**src/rtl/tmr_vote_pkg.sv**
```systemverilog
package tmr_vote_pkg;
  // Comparator slot assignment; the diagnosis unit depends on this order.
  localparam int unsigned SLOT_AB = 0;
  localparam int unsigned SLOT_AC = 1;
  localparam int unsigned SLOT_BC = 2;
  localparam int unsigned NUM_MOD = 3;

  // Module index positions inside bad_module
  localparam int unsigned MOD_A = 0;
  localparam int unsigned MOD_B = 1;
  localparam int unsigned MOD_C = 2;

  typedef enum logic [1:0] {
    DX_CLEAN  = 2'd0,
    DX_MODULE = 2'd1,
    DX_COMPAR = 2'd2,
    DX_MULTI  = 2'd3
  } diag_class_e;

  // Two-of-three vote of one bit position
  function automatic logic vote_bit(input logic x, input logic y, input logic z);
    return (x & y) | (x & z) | (y & z);
  endfunction

  // Classify a mismatch pattern by how many flags are raised
  function automatic diag_class_e classify(input logic [2:0] flags);
    unique case ($countones(flags))
      0:       return DX_CLEAN;
      1:       return DX_COMPAR;
      2:       return DX_MODULE;
      default: return DX_MULTI;
    endcase
  endfunction

  // The module common to two raised flags is the one missing from the quiet pair
  function automatic logic [2:0] odd_module(input logic [2:0] flags);
    logic [2:0] m;
    m = '0;
    if (!flags[SLOT_BC]) m[MOD_A] = 1'b1;
    else if (!flags[SLOT_AC]) m[MOD_B] = 1'b1;
    else if (!flags[SLOT_AB]) m[MOD_C] = 1'b1;
    return m;
  endfunction
endpackage

```
**src/rtl/tmr_pair_cmp.sv**
```systemverilog
module tmr_pair_cmp #(
  parameter int unsigned W = 8
) (
  input  logic [W-1:0] x,
  input  logic [W-1:0] y,
  output logic         differ
);
  logic [W-1:0] bit_diff;
  assign bit_diff = x ^ y;
  assign differ   = |bit_diff;
endmodule

```
**src/rtl/tmr_majority.sv**
```systemverilog
module tmr_majority
  import tmr_vote_pkg::*;
#(
  parameter int unsigned W = 8
) (
  input  logic [W-1:0] a,
  input  logic [W-1:0] b,
  input  logic [W-1:0] c,
  output logic [W-1:0] y
);
  for (genvar i = 0; i < W; i++) begin : g_bit
    assign y[i] = vote_bit(a[i], b[i], c[i]);
  end
endmodule

```
**src/rtl/tmr_fault_decode.sv**
```systemverilog
module tmr_fault_decode
  import tmr_vote_pkg::*;
(
  input  logic [2:0] flags,
  output logic [2:0] bad_module,
  output logic [2:0] bad_cmp,
  output logic       multi_err
);
  diag_class_e cls;
  assign cls = classify(flags);

  always_comb begin
    bad_module = '0;
    bad_cmp    = '0;
    multi_err  = 1'b0;
    unique case (cls)
      DX_MODULE: bad_module = odd_module(flags);
      DX_COMPAR: bad_cmp    = flags;
      DX_MULTI:  multi_err  = 1'b1;
      default:   ;
    endcase
  end
endmodule

```
**src/rtl/tmr_voter_diag.sv**
```systemverilog
module tmr_voter_diag
  import tmr_vote_pkg::*;
#(
  parameter int unsigned W = 8
) (
  input  logic         clk,
  input  logic         rst,
  input  logic         in_valid,
  input  logic [W-1:0] mod_a,
  input  logic [W-1:0] mod_b,
  input  logic [W-1:0] mod_c,
  output logic         out_valid,
  output logic [W-1:0] voted,
  output logic [2:0]   mismatch,
  output logic [2:0]   bad_module,
  output logic [2:0]   bad_cmp,
  output logic         multi_err
);
  localparam int unsigned NPAIR = 3;
  localparam int unsigned LHS [NPAIR] = '{MOD_A, MOD_A, MOD_B};
  localparam int unsigned RHS [NPAIR] = '{MOD_B, MOD_C, MOD_C};

  logic [W-1:0] words [NUM_MOD];
  assign words[MOD_A] = mod_a;
  assign words[MOD_B] = mod_b;
  assign words[MOD_C] = mod_c;

  // Named combinational events feeding the registers
  logic [NPAIR-1:0] cmp_flags;
  logic [W-1:0]     vote_word;
  logic [2:0]       dec_module;
  logic [2:0]       dec_cmp;
  logic             dec_multi;

  for (genvar g = 0; g < NPAIR; g++) begin : g_cmp
    tmr_pair_cmp #(.W(W)) u_cmp (
      .x      (words[LHS[g]]),
      .y      (words[RHS[g]]),
      .differ (cmp_flags[g])
    );
  end

  tmr_majority #(.W(W)) u_vote (
    .a (mod_a),
    .b (mod_b),
    .c (mod_c),
    .y (vote_word)
  );

  tmr_fault_decode u_dec (
    .flags      (cmp_flags),
    .bad_module (dec_module),
    .bad_cmp    (dec_cmp),
    .multi_err  (dec_multi)
  );

  always_ff @(posedge clk) begin
    if (rst) begin
      out_valid  <= 1'b0;
      voted      <= '0;
      mismatch   <= '0;
      bad_module <= '0;
      bad_cmp    <= '0;
      multi_err  <= 1'b0;
    end else begin
      out_valid <= in_valid;
      if (in_valid) begin
        voted      <= vote_word;
        mismatch   <= cmp_flags;
        bad_module <= dec_module;
        bad_cmp    <= dec_cmp;
        multi_err  <= dec_multi;
      end
    end
  end


  valid_rise_chk: assert property (@(posedge clk) disable iff (rst)
    in_valid |=> out_valid);

  valid_idle_chk: assert property (@(posedge clk) disable iff (rst)
    !in_valid |=> !out_valid);

  idle_hold_chk: assert property (@(posedge clk) disable iff (rst)
    !in_valid |=> ($stable(voted) && $stable(mismatch) && $stable(bad_module)
                   && $stable(bad_cmp) && $stable(multi_err)));

  module_onehot_chk: assert property (@(posedge clk) disable iff (rst)
    $onehot0(bad_module));

  class_exclusive_chk: assert property (@(posedge clk) disable iff (rst)
    $countones({|bad_module, |bad_cmp, multi_err}) <= 1);

  agree_pass_chk: assert property (@(posedge clk) disable iff (rst)
    (in_valid && mod_a == mod_b) |=> voted == $past(mod_a));

  multi_flags_chk: assert property (@(posedge clk) disable iff (rst)
    (out_valid && (&mismatch)) |-> (multi_err && bad_module == 3'b000));

  blame_flags_chk: assert property (@(posedge clk) disable iff (rst)
    (|bad_module) |-> ($countones(mismatch) == 2));

  clean_quiet_chk: assert property (@(posedge clk) disable iff (rst)
    (out_valid && mismatch == 3'b000) |->
      (bad_module == 3'b000 && bad_cmp == 3'b000 && !multi_err));
endmodule

```
**config.mk**
```make
export PLATFORM = sky130hd
export DESIGN_NAME = tmr_voter_diag
export DESIGN_NICKNAME = d
export VERILOG_FILES = /design/src/rtl/tmr_vote_pkg.sv /design/src/rtl/tmr_pair_cmp.sv /design/src/rtl/tmr_majority.sv /design/src/rtl/tmr_fault_decode.sv /design/src/rtl/tmr_voter_diag.sv
export SDC_FILE = /design/constraint.sdc
export NUM_CORES = 1
export LEC_CHECK = 0
export BUFFER_PORTS_ARGS = -buffer_cell sky130_fd_sc_hd__buf_4
export CORE_ASPECT_RATIO = 0.75
export CORE_UTILIZATION = 40
export DETAILED_ROUTE_END_ITERATION = 10
export HOLD_SLACK_MARGIN = 0.12
export PLACE_DENSITY = 0.65
export SETUP_SLACK_MARGIN = 0.02
export SYNTH_ARGS = -nofsm -noshare
export SYNTH_HDL_FRONTEND = slang
export SYNTH_HIERARCHICAL = 1
export SYNTH_SLANG_ARGS = --single-unit
```
**constraint.sdc**
```tcl
create_clock -name clk -period 4.1 [get_ports clk]
set_input_delay 0.41 -clock clk [delete_from_list [all_inputs] [get_ports clk]]
set_output_delay 0.41 -clock clk [all_outputs]
set_load 0.02 [all_outputs]
```
==> tab_implementation.tex <==
\begin{tabular}{lr}
\hline
Metric & Value \\
\hline
\multicolumn{2}{l}{\textbf{Yosys}} \\
\quad Leading post-synthesis cells by cell area & sky130\_fd\_sc\_hd\_\_dfxtp\_1 (34\%), sky130\_fd\_sc\_hd\_\_xor2\_1 (19\%), sky130\_fd\_sc\_hd\_\_mux2i\_1 (16\%) \\
\quad Share of flip-flops with an asynchronous set or reset after synthesis & 0\% \\
\quad Synth top cells by count & sky130\_fd\_sc\_hd\_\_xor2\_1 (24), sky130\_fd\_sc\_hd\_\_nor2\_1 (20), sky130\_fd\_sc\_hd\_\_dfxtp\_1 (19), sky130\_fd\_sc\_hd\_\_mux2i\_1 (18), sky130\_fd\_sc\_hd\_\_maj3\_2 (8) \\
\quad Biggest area consumer among synthesized cells & sky130\_fd\_sc\_hd\_\_dfxtp\_1 \\
\quad Post-synth top flop & sky130\_fd\_sc\_hd\_\_dfxtp\_1 \\
\quad Proportion of netlist area held by the largest area contributor & 34.08\% \\
\quad Synthesized netlist net count & $\sim$140 \\
\quad Register area share after synthesis & about a third \\
\quad Post-Synthesis Cell Area & 1116 um\^{}2 \\
\quad Average footprint of a synthesized cell & 9.790 um\^{}2 \\
\quad Flop and latch count out of synthesis & 19 \\
\quad Synth Warn \# & 6 \\
\quad Leading cell type by number of instances after synthesis & sky130\_fd\_sc\_hd\_\_xor2\_1 \\
\quad Number of library cell types mapped by synthesis & 18 \\
\quad Cell count after synthesis & between 100 and 150 \\
\quad Number of enable flip-flop cells after synthesis & 0 \\
\multicolumn{2}{l}{\textbf{Clock tree}} \\
\quad Number of CTS-inserted buffers & 3 \\
\quad Clock transition at the registers of the reported paths & $\sim$70 ps \\
\quad Insertion delay of the later-clocked pin in the worst-skew pair & roughly 250 ps \\
\quad Cells resized by post-CTS repair & 0 \\
\quad Cell at the root of the clock tree & sky130\_fd\_sc\_hd\_\_clkbuf\_8 \\
\quad Count of clock tree sinks & 19 \\
\quad Deepest level of the CTS H-tree & 1 \\
\quad Number of hold buffers added after CTS & 0 \\
\quad \# Post-CTS Setup Buffers & 0 \\
\quad Buffer levels on the longest clock path & 2 \\
\quad Clock tree from TritonCTS & done \\
\multicolumn{2}{l}{\textbf{Critical path}} \\
\quad Startpoint kind of the worst setup timing path & primary input \\
\quad Register-to-register path setup slack & about 3500 ps \\
\quad CP Data Arrival Time & around 2200 ps \\
\quad Category of the critical setup timing path & primary input to register \\
\quad Worst Setup End Kind & register \\
\quad Required time of the worst setup path & 4240 ps \\
\quad R2R cell count & 2 \\
\quad Worst R2R End & voted[6] \\
\quad Largest fanout on the critical path & 4 \\
\quad Launching point of the worst reg2reg path & voted[6] \\
\multicolumn{2}{l}{\textbf{Pwr}} \\
\quad Leakage power of the design & 0.7340 nW \\
\quad Worst voltage drop across the vdd grid & 0.1494 mV \\
\quad Power per cell area & roughly 280 nW/um\^{}2 \\
\multicolumn{2}{l}{\textbf{STA}} \\
\quad Transition time of the tightest slew-check pin & 307.4 ps \\
\quad Slew margin rel. & 79.31\% \\
\quad Final worst path period need & a little over 2000 ps \\
\quad Final Max Tran Viols & 0 \\
\quad Worst hold margin & 484.3 ps \\
\quad Final setup fails & 0 \\
\quad Final total negative setup slack & 0 ps \\
\quad Final Hold Viols & 0 \\
\quad Unrepaired setup endpoints after global routing & no \\
\quad Fmax & $\sim$480 MHz \\
\quad Tcrit/Tclk final & 50.33\% \\
\quad Final clock skew & 0 ps \\
\quad Final worst setup slack & approximately 2000 ps \\
\multicolumn{2}{l}{\textbf{Worst hold path}} \\
\quad Hold Path Origin & rst \\
\quad Worst hold endpoint & out\_valid \\
\quad Worst Hold Depth & 2 \\
\quad Worst min-delay path class & primary input to register \\
\multicolumn{2}{l}{\textbf{Drt}} \\
\quad Routed Wire Length & between 2 and 2.5 mm \\
\quad 1st-iter DRT viols & 19 \\
\quad Mean number of vias per cell & roughly 4.7 \\
\quad DRC errors left & 0 \\
\quad Via count & around 910 \\
\quad Number of iterations in the first detailed-routing pass & 4 \\
\quad Number of nets with antenna violations after routing & 0 \\
\quad Routed wire length per instance & $\sim$12 um \\
\multicolumn{2}{l}{\textbf{Cells and area}} \\
\quad \# nets final & approximately 190 \\
\quad Area overhead of the layout relative to synthesis & 34.64\% \\
\quad Number of inserted filler cells in the final layout & 244 \\
\quad Layout cells sized above 1 & roughly 36\% \\
\quad Diodes inserted & 0 \\
\multicolumn{2}{l}{\textbf{Floorplanning}} \\
\quad Core Area & 2623 um\^{}2 \\
\quad Die boundary width & 63.00 um \\
\quad Ports & 46 \\
\quad Initial core utilization & 42.56\% \\
\quad Floorplan die height & 47.75 um \\
\quad Die area & between 3000 and 4000 um\^{}2 \\
\quad Placement row count & 16 \\
\multicolumn{2}{l}{\textbf{Global route}} \\
\quad Vias in the first global route & 860 \\
\quad Pin count of the biggest net entering global routing & 20 \\
\quad Sum of overflow across all layers after global routing & 0 \\
\quad First-pass GRT wire length & 3.712 mm \\
\quad Overall routing resource usage & about 16\% \\
\quad Initial antenna violation count & 0 \\
\multicolumn{2}{l}{\textbf{Run}} \\
\quad Maximum capacitance violations & 0 \\
\multicolumn{2}{l}{\textbf{Placed design}} \\
\quad Placement Setup Slack & approximately 1800 ps \\
\quad Total of buffers placed on input and output ports & between 40 and 50 \\
\quad Post-DP HPWL & around 1.8 mm \\
\quad Routability Congestion & roughly 0.73 \\
\multicolumn{2}{l}{\textbf{Status}} \\
\quad Result of the run & finished clean \\
\hline
\end{tabular}
==> kinds of logic after synthesis <==
kind of cell / synth area share [%]
AND/OR/NAND/NOR: 16.37
XOR/XNOR: 18.83
flip-flops: 34.08
multiplexers: 16.14
adder cells (fa/ha/maj): 9.866
buffers and inverters: 4.708
==> per-layer routing <==
layer	share of wire, %	global-route usage (%)	wire length [um]	up-vias
met5	0	0	0	-
li1	-	-	-	472
met3	6.6	5.952	151	0
met4	0	2.791	0	0
met2	48	30.11	1100	23
met1	45	19.26	1022	418
==> sequential cells by signal, summed over array words and instances (netlist names) <==
register,flops
out_valid,1
bad_module,3
multi_err,1
mismatch,3
bad_cmp,3
voted,8
==> power by group <==
| part | total [W] | leakage, nW | internal [W] | switching [W] |
|---|---|---|---|---|
| combinational | 0.000103 | 0.555 | 0.0000520 | 0.0000507 |
| clock | 0.000124 | 0.0228 | 0.0000689 | 0.0000556 |
| sequential | 0.000198 | 0.156 | 0.000193 | 0.00000425 |
| total | 0.000425 | 0.734 | 0.000314 | 0.000111 |
==> critical path, stage by stage <==
cell and delay, ps:
sky130_fd_sc_hd__buf_4 130, sky130_fd_sc_hd__xor2_1 150, sky130_fd_sc_hd__nor4_1 320, sky130_fd_sc_hd__nand2_1 160
sky130_fd_sc_hd__inv_1 140, sky130_fd_sc_hd__fa_1 490, sky130_fd_sc_hd__nand3b_1 160, sky130_fd_sc_hd__nor3_2 50
sky130_fd_sc_hd__mux2i_1 130, sky130_fd_sc_hd__nor2_1 50
==> worst max-delay path by stage <==
stage	from	endpoint	slack, ps	depth (start not counted)
after floorplan	mod_c[5]	bad_module[1]	2150	9
after global placement	mod_b[1]	bad_module[1]	1830	10
after detailed placement	mod_c[1]	bad_module[2]	1770	10
after CTS	mod_c[1]	bad_module[1]	2030	10
after global routing	mod_c[1]	bad_cmp[1]	1870	10
final	mod_c[1]	bad_module[2]	2040	10
==> through the flow <==
step | utilization [%] | total power, W | instance area [um^2] | cells
finish | 57.30 | 0.0004249 | 1503 | 195
CTS | 57.30 | 0.0004321 | 1503 | 195
global placement | 55.58 | 0.0003031 | 1458 | 191
global route | 57.30 | 0.0004540 | 1503 | 195
floorplan | - | 0.0002576 | 1116 | 114
detailed placement | 55.58 | 0.0003050 | 1458 | 191
==> area by class of cell <==
type	instances	area [um^2]	area share [%]
clock buffers	4	45.04	2.998
repair buffers	45	337.8	22.48
flip-flops and latches	19	380.4	25.31
inverters	3	11.26	0.7494
well taps	36	45.04	2.998
multi-input cells	88	683.2	45.46
==> cells in the final DEF, fill, tap and decap left out <==
master                     Yosys  layout
sky130_fd_sc_hd__and2_1        3       3
sky130_fd_sc_hd__buf_4         0      45
sky130_fd_sc_hd__clkbuf_1      0       1
sky130_fd_sc_hd__clkbuf_8      0       3
sky130_fd_sc_hd__dfxtp_1      19      19
sky130_fd_sc_hd__fa_1          1       1
sky130_fd_sc_hd__inv_1         3       3
sky130_fd_sc_hd__maj3_2        8       8
sky130_fd_sc_hd__mux2i_1      18      18
sky130_fd_sc_hd__nand2_1       3       3
sky130_fd_sc_hd__nand3b_1      1       1
sky130_fd_sc_hd__nor2_1       20      20
sky130_fd_sc_hd__nor2b_1       1       1
sky130_fd_sc_hd__nor2b_2       1       1
sky130_fd_sc_hd__nor3_2        1       1
sky130_fd_sc_hd__nor3b_1       1       1
sky130_fd_sc_hd__nor4_1        6       6
sky130_fd_sc_hd__xor2_1       24      24
Note: power is estimated with default switching activity, not from simulation.
